File: config.mk
export PLATFORM = sky130hd
export DESIGN_NAME = swb_bridge
export DESIGN_NICKNAME = d
export VERILOG_FILES = /design/src/rtl/swb_pkg.sv /design/src/rtl/swb_window_decode.sv /design/src/rtl/swb_byte_lane.sv /design/src/rtl/swb_half_lane.sv /design/src/rtl/swb_bridge.sv
export SDC_FILE = /design/constraint.sdc
export NUM_CORES = 1
export LEC_CHECK = 0
export BUFFER_PORTS_ARGS = -buffer_cell sky130_fd_sc_hd__buf_2
export CORE_AREA = 2 2 87 89
export CTS_CLUSTER_DIAMETER = 100
export CTS_CLUSTER_SIZE = 30
export DETAILED_ROUTE_END_ITERATION = 8
export DIE_AREA = 0 0 89 91
export GPL_ROUTABILITY_DRIVEN = 0
export GPL_TIMING_DRIVEN = 0
export SETUP_SLACK_MARGIN = 0.4
export SYNTH_ARGS = -nofsm -noshare
export SYNTH_HDL_FRONTEND = slang
export SYNTH_SLANG_ARGS = --single-unit
export TNS_END_PERCENT = 1
File: constraint.sdc
create_clock -name clk -period 1.3 [get_ports clk]
set_clock_uncertainty 0.2 [all_clocks]
set_input_delay 0.13 -clock clk [delete_from_list [all_inputs] [get_ports clk]]
set_output_delay 0.13 -clock clk [all_outputs]
set_load 0.02 [all_outputs]
File: src/rtl/swb_pkg.sv
package swb_pkg;

   typedef enum logic [1:0] {
      WIN_NONE  = 2'd0,
      WIN_COMM  = 2'd1,
      WIN_IOREG = 2'd2,
      WIN_LRAM  = 2'd3
   } swb_win_e;

   function automatic logic [15:0] swap_bytes16(input logic [15:0] v);
      return {v[7:0], v[15:8]};
   endfunction

   function automatic logic [1:0] swap_pair(input logic [1:0] v);
      return {v[0], v[1]};
   endfunction

endpackage

File: src/rtl/swb_window_decode.sv
module swb_window_decode
   import swb_pkg::*;
#(
   parameter int HOST_AW      = 20,
   parameter int COMM_BASE    = 32'h00000,
   parameter int COMM_LOG2    = 16,
   parameter int IO_BASE      = 32'h10000,
   parameter int IO_LOG2      = 9,
   parameter int LR_BASE      = 32'h20000,
   parameter int LR_LOG2      = 17
) (
   input  logic [HOST_AW-1:0] addr,
   output swb_win_e           win
);

   localparam logic [HOST_AW-1:0] COMM_TAG = HOST_AW'(COMM_BASE >> COMM_LOG2);
   localparam logic [HOST_AW-1:0] IO_TAG   = HOST_AW'(IO_BASE >> IO_LOG2);
   localparam logic [HOST_AW-1:0] LR_TAG   = HOST_AW'(LR_BASE >> LR_LOG2);

   if ((COMM_BASE % (1 << COMM_LOG2)) != 0) begin : g_bad_comm
      $error("communication window base not aligned to its span");
   end
   if ((IO_BASE % (1 << IO_LOG2)) != 0) begin : g_bad_io
      $error("register window base not aligned to its span");
   end
   if ((LR_BASE % (1 << LR_LOG2)) != 0) begin : g_bad_lr
      $error("local RAM window base not aligned to its span");
   end
   if (LR_BASE + (1 << LR_LOG2) > (1 << HOST_AW)) begin : g_bad_aw
      $error("host offset too narrow for local RAM window");
   end

   logic hit_comm, hit_io, hit_lr;

   always_comb begin
      hit_comm = (addr >> COMM_LOG2) == COMM_TAG;
      hit_io   = (addr >> IO_LOG2)   == IO_TAG;
      hit_lr   = (addr >> LR_LOG2)   == LR_TAG;
      if (hit_comm)      win = WIN_COMM;
      else if (hit_io)   win = WIN_IOREG;
      else if (hit_lr)   win = WIN_LRAM;
      else               win = WIN_NONE;
   end

endmodule

File: src/rtl/swb_byte_lane.sv
module swb_byte_lane #(
   parameter int HOST_DW = 32,
   parameter int CR_AW   = 16,
   localparam int NLANE  = HOST_DW / 8,
   localparam int LANE_W = $clog2(NLANE)
) (
   input  logic [CR_AW-1:0]   off,
   input  logic [LANE_W-1:0]  lane_q,
   input  logic [HOST_DW-1:0] wdata,
   input  logic [7:0]         rd_byte,
   output logic [CR_AW-1:0]   cr_addr,
   output logic [7:0]         cr_wdata,
   output logic [HOST_DW-1:0] rd_word
);

   localparam logic [CR_AW-1:0] FLIP = CR_AW'(NLANE - 1);

   if (NLANE < 2 || (NLANE & (NLANE - 1)) != 0) begin : g_bad_dw
      $error("host data width must be a power-of-two number of bytes");
   end

   logic [7:0] lane_byte [NLANE];

   for (genvar l = 0; l < NLANE; l++) begin : g_lane
      assign lane_byte[l] = wdata[HOST_DW-1-8*l -: 8];
      assign rd_word[HOST_DW-1-8*l -: 8] =
         (lane_q == LANE_W'(l)) ? rd_byte : 8'h00;
   end

   assign cr_addr  = off ^ FLIP;
   assign cr_wdata = lane_byte[off[LANE_W-1:0]];

endmodule

File: src/rtl/swb_half_lane.sv
module swb_half_lane
   import swb_pkg::*;
#(
   parameter int HOST_DW = 32,
   parameter bit UPPER   = 1'b1,
   localparam int NBE    = HOST_DW / 8
) (
   input  logic [HOST_DW-1:0] wdata,
   input  logic [NBE-1:0]     be,
   input  logic [15:0]        rd_half,
   output logic [15:0]        t_wdata,
   output logic [1:0]         t_be,
   output logic [HOST_DW-1:0] rd_word
);

   logic [15:0] host_half;
   logic [1:0]  host_be2;

   if (UPPER) begin : g_upper
      assign host_half = wdata[HOST_DW-1 -: 16];
      assign host_be2  = be[NBE-1 -: 2];
      assign rd_word   = {swap_bytes16(rd_half), {(HOST_DW-16){1'b0}}};
      logic unused_lo;
      assign unused_lo = ^{wdata[HOST_DW-17:0], be[NBE-3:0]};
   end else begin : g_lower
      assign host_half = wdata[15:0];
      assign host_be2  = be[1:0];
      assign rd_word   = {{(HOST_DW-16){1'b0}}, swap_bytes16(rd_half)};
      logic unused_hi;
      assign unused_hi = ^{wdata[HOST_DW-1:16], be[NBE-1:2]};
   end

   assign t_wdata = swap_bytes16(host_half);
   assign t_be    = swap_pair(host_be2);

endmodule

File: src/rtl/swb_bridge.sv
module swb_bridge
   import swb_pkg::*;
#(
   parameter int HOST_AW   = 20,
   parameter int HOST_DW   = 32,
   parameter int COMM_BASE = 32'h00000,
   parameter int COMM_LOG2 = 16,
   parameter int IO_BASE   = 32'h10000,
   parameter int IO_LOG2   = 9,
   parameter int LR_BASE   = 32'h20000,
   parameter int LR_LOG2   = 17,
   localparam int NBE      = HOST_DW / 8,
   localparam int LANE_W   = $clog2(NBE),
   localparam int CR_AW    = COMM_LOG2,
   localparam int IO_IW    = IO_LOG2 - 1,
   localparam int LR_AW    = LR_LOG2 - 1
) (
   input  logic               clk,
   input  logic               rst_n,
   input  logic               host_req,
   input  logic               host_we,
   input  logic [HOST_AW-1:0] host_addr,
   input  logic [NBE-1:0]     host_be,
   input  logic [HOST_DW-1:0] host_wdata,
   output logic [HOST_DW-1:0] host_rdata,
   output logic               host_rvalid,
   output logic               cr_req,
   output logic               cr_we,
   output logic [CR_AW-1:0]   cr_addr,
   output logic [7:0]         cr_wdata,
   input  logic [7:0]         cr_rdata,
   output logic               io_req,
   output logic               io_we,
   output logic [IO_IW-1:0]   io_idx,
   output logic [1:0]         io_be,
   output logic [15:0]        io_wdata,
   input  logic [15:0]        io_rdata,
   output logic               lr_req,
   output logic               lr_we,
   output logic [LR_AW-1:0]   lr_addr,
   output logic [1:0]         lr_be,
   output logic [15:0]        lr_wdata,
   input  logic [15:0]        lr_rdata
);

   if (IO_LOG2 < 2 || LR_LOG2 < 2 || COMM_LOG2 < LANE_W) begin : g_bad_span
      $error("window spans too small for the chosen access widths");
   end

   swb_win_e              win, win_q;
   logic                  rvalid_q;
   logic [LANE_W-1:0]     lane_q;
   logic [HOST_DW-1:0]    comm_rd, io_rd, lr_rd;

   swb_window_decode #(
      .HOST_AW(HOST_AW), .COMM_BASE(COMM_BASE), .COMM_LOG2(COMM_LOG2),
      .IO_BASE(IO_BASE), .IO_LOG2(IO_LOG2),
      .LR_BASE(LR_BASE), .LR_LOG2(LR_LOG2)
   ) u_dec (
      .addr (host_addr),
      .win  (win)
   );

   swb_byte_lane #(.HOST_DW(HOST_DW), .CR_AW(CR_AW)) u_comm (
      .off      (host_addr[CR_AW-1:0]),
      .lane_q   (lane_q),
      .wdata    (host_wdata),
      .rd_byte  (cr_rdata),
      .cr_addr  (cr_addr),
      .cr_wdata (cr_wdata),
      .rd_word  (comm_rd)
   );

   swb_half_lane #(.HOST_DW(HOST_DW), .UPPER(1'b1)) u_io (
      .wdata   (host_wdata),
      .be      (host_be),
      .rd_half (io_rdata),
      .t_wdata (io_wdata),
      .t_be    (io_be),
      .rd_word (io_rd)
   );

   swb_half_lane #(.HOST_DW(HOST_DW), .UPPER(1'b1)) u_lr (
      .wdata   (host_wdata),
      .be      (host_be),
      .rd_half (lr_rdata),
      .t_wdata (lr_wdata),
      .t_be    (lr_be),
      .rd_word (lr_rd)
   );

   assign cr_req  = host_req && (win == WIN_COMM);
   assign io_req  = host_req && (win == WIN_IOREG);
   assign lr_req  = host_req && (win == WIN_LRAM);
   assign cr_we   = host_we;
   assign io_we   = host_we;
   assign lr_we   = host_we;
   assign io_idx  = host_addr[IO_IW:1];
   assign lr_addr = host_addr[LR_AW:1];

   always_ff @(posedge clk or negedge rst_n) begin
      if (!rst_n) begin
         rvalid_q <= 1'b0;
         win_q    <= WIN_NONE;
         lane_q   <= '0;
      end else begin
         rvalid_q <= host_req && !host_we;
         if (host_req && !host_we) begin
            win_q  <= win;
            lane_q <= host_addr[LANE_W-1:0];
         end
      end
   end

   always_comb begin
      host_rdata = '0;
      if (rvalid_q) begin
         unique case (win_q)
            WIN_COMM:  host_rdata = comm_rd;
            WIN_IOREG: host_rdata = io_rd;
            WIN_LRAM:  host_rdata = lr_rd;
            default:   host_rdata = '0;
         endcase
      end
   end

   assign host_rvalid = rvalid_q;

endmodule

==> impl_summary.txt <==
----------------------------------------------------
[Critical path]
  Flop-to-flop setup slack ... 0.22 ns
  Critical-path maximum fanout ... 8
  Capturing point of the worst reg2reg path ... win_q[0]
  Critical Path AT ... 1.43 ns
  Worst setup EP type ... primary output
  RR Startpoint ... win_q[0]
  CP Data Required Time ... 0.97 ns
  Type of the worst setup path ... reg -> out
  Reg2reg path depth ... 4
  Startpoint kind of the worst setup timing path ... register

[Detailed routing]
  Number of iterations in the first detailed-routing pass ... 3
  Detailed router's first-iteration violation count ... 14
  Via count normalized by instance count ... 4.06
  Wire length after detailed routing ... roughly 6.5 mm
  Routed length per instance ... approximately 13 um
  Final ANT Viol Nets ... 0
  Via count ... about 2,000
  Detailed-route DRC error count ... 0

[Floorplan]
  Area of the core ... 7140 um2
  Chip width ... between 80 and 90 um
  Y dimension of the die ... about 91 um
  Rows ... 31
  I/O pin cnt ... roughly 220
  Area of the die ... between 8000 and 9000 um2
  Initial cell density of the core ... 0.218

[Cells and area]
  Antenna Cells ... 0
  Layout Area Growth over Synthesis ... 116%
  Utilization after layout ... 0.472
  NumNets Final ... approximately 490
  Fraction of layout cells with a size suffix above 1 ... 0.906
  FILL cells ... about 690

[Clocking]
  Clk sinks ... 5
  Hold bufs inserted after CTS ... 1
  Clock transition at the registers of the reported paths ... around 0.030 ns
  Root buf cell ... sky130_fd_sc_hd__clkbuf_8
  Source-to-sink clock delay at the later pin of the worst-skew pair ... between 0.2 and 0.25 ns
  TritonCTS clock tree ... done
  H-Tree Level Count ... 1
  Buffer depth of the longest clock path ... 2
  Clock buffer count from CTS ... 3

[Logic synthesis]
  Share of synthesized area spent on multiplexers ... 0.218
  Avg Cell Area, Syn ... around 9 um2
  Fraction of registers with async set or reset after synthesis ... 1.00
  Fraction of the mapped netlist area in compound gates ... 0.116
  Cells taking the most area after synthesis ... sky130_fd_sc_hd__buf_4 (38%), sky130_fd_sc_hd__mux4_2 (12%), sky130_fd_sc_hd__mux2i_1 (10%)
  Syn_nets ... 275
  Most common flop cell mapped by yosys ... sky130_fd_sc_hd__dfrtp_1
  Xor and xnor fraction of the mapped netlist area ... 0
  Share of synthesized cell area in full adder, half adder and majority cells ... 0
  Sequential element share of the synthesized area ... 0.0803
  Gate Count Post-Synth ... approximately 180
  Number of flip-flops and latches in the synthesized netlist ... 5
  Yosys top cell area share ... 0.380
  Count of different cell masters after synthesis ... 26
  Most repeated cell in the gate-level netlist after synthesis ... sky130_fd_sc_hd__buf_4
  Number of warnings issued by yosys ... 0
  Library cell occupying the most area in the post-synthesis netlist ... sky130_fd_sc_hd__buf_4
  Simple logic cell fraction of the synthesized area ... 0.177
  Post-synth EDFFs ... 0
  Area of the mapped netlist ... ~1600 um2
  Commonest cells post-synth ... sky130_fd_sc_hd__buf_4 (79), sky130_fd_sc_hd__mux2i_1 (16), sky130_fd_sc_hd__o2bb2ai_1 (16)
  Combinational family with the most area after synthesis ... buffers and inverters

[GRT]
  Overall Global Routing Usage ... 0.140
  Number of global-route vias before repair ... around 1,900
  Global-route congestion overflow total ... 0
  Wire length of the first global-routing pass ... between 8 and 9 mm
  Largest net degree at the start of global routing ... 11
  Antenna violations before repair ... 0

[Timing]
  Worst rel slew slack ... 0.821
  Measured slew at the worst slew-check pin ... around 0.27 ns
  Final total negative setup slack ... -12.25 ns
  Hold Vio Cnt, Final ... 1
  Maximum clock frequency ... 0.569 GHz
  Minimum clock period after layout ... between 1.5 and 2 ns
  Unrepaired setup endpoints after global routing ... yes
  Final worst path period share ... 1.35
  Final worst hold slack ... -0.103 ns
  Final setup margin ... -0.458 ns
  Number of endpoints failing setup at the final stage ... 32
  Final slew viol count ... 0

[Place]
  Detailed Place HPWL ... roughly 5.4 mm
  Count of input and output buffers ... about 210

[Power]
  Worst IR drop on VDD ... between 0.15 and 0.2 mV
  Leakage ... approximately 1.8 nW
  Power density over cell area ... around 480 nW/um2

[Job]
  Max capacitance violation total ... 0

[Hold path]
  Worst Hold Depth ... 2
  Hold WC Path Type ... in -> reg
  Hold path startpoint ... host_addr[19]
  Worst min-delay path endpoint ... win_q[1]

[Outcome]
  Failing checks ... hold timing, setup timing
  Status ... finished, violations left

----------------------------------------------------
## what timing repair did
action,4_1_cts,5_1_grt
pin swaps,13,12
gates resized for setup,103,23
endpoints found under the hold margin,6,1
buffers inserted,3,1
endpoints found under the setup margin,49,48
## metal layers
layer,up-vias,track usage,part of all wire
li1,974,-,-
met1,903,0.127,0.33
met2,114,0.285,0.56
met3,6,0.0300,0.098
met4,0,0.0522,0.019
met5,-,0,0
## logic make-up after synthesis
group                  count (synthesis)
buffers and inverters                 88
and+or+nand+nor                       36
muxes                                 24
AOI/OAI and AO/OA                     22
DFF                                    5
## worst max-delay path, stage by stage (launching register included)
cell and delay, ns:
sky130_fd_sc_hd__dfrtp_1 0.40, sky130_fd_sc_hd__nand3b_4 0.19, sky130_fd_sc_hd__nor3_4 0.16, sky130_fd_sc_hd__buf_12 0.16
sky130_fd_sc_hd__o2bb2ai_2 0.14, sky130_fd_sc_hd__buf_6 0.15
## through the flow
step                power (mW)  std cells  area, um2  hold slack (ns)  setup slack [ns]
detailed placement        1.16        483       2800           -0.248            -0.434
CTS                       1.57        491       3270           -0.118            -0.512
global route              1.69        492       3370          -0.0994            -0.492
finish                    1.60        492       3370           -0.103            -0.458
floorplan                0.800        175       1630           -0.366            -0.186
global placement          1.15        483       2800           -0.252            -0.422
## flip-flops by register name, summed over array words and instances, names as in the netlist
register,count
host_rvalid,1
lane_q,2
win_q,2
## cells in the final DEF (no fill, tap or decap), drive strengths merged
| cell type | n |
|---|---|
| o41ai | 1 |
| and3 | 1 |
| dfrtp | 5 |
| nor4b | 1 |
| o2bb2ai | 16 |
| mux2i | 16 |
| nand3b | 2 |
| clkbuf | 4 |
| nor4 | 1 |
| nor3 | 2 |
| buf | 296 |
| o21ai | 4 |
| a21oi | 1 |
| nand4b | 1 |
| nand2b | 1 |
| nor2 | 5 |
| inv | 5 |
| dlygate4sd3 | 1 |
| mux4 | 8 |
| nand2 | 6 |
| and2 | 16 |
## power by group
part           switching [mW]  internal [mW]
sequential             0.0265          0.173
clock                  0.0709          0.210
combinational           0.550          0.573
total                   0.647          0.956
## layout make-up
class | count | area, um2 | share of cell area
plain buffers | 83 | 657 | 0.195
repair buffers | 214 | 1360 | 0.404
inverters | 5 | 18.8 | 0.00558
clock buffers | 4 | 45.0 | 0.0134
multi-input cells | 82 | 1030 | 0.307
flip-flops and latches | 5 | 129 | 0.0383
well taps | 99 | 124 | 0.0368
## worst max path at each step
| stage | startpoint | end | slack [ns] |
|---|---|---|---|
| final | win_q[1] | host_rdata[19] | -0.46 |
| after global routing | win_q[1] | host_rdata[17] | -0.49 |
| after CTS | win_q[1] | host_rdata[19] | -0.51 |
| after detailed placement | win_q[0] | host_rdata[23] | -0.43 |
| after global placement | win_q[0] | host_rdata[23] | -0.42 |
| after floorplan | win_q[0] | host_rdata[25] | -0.19 |
Power figures use the tool's default switching activity.
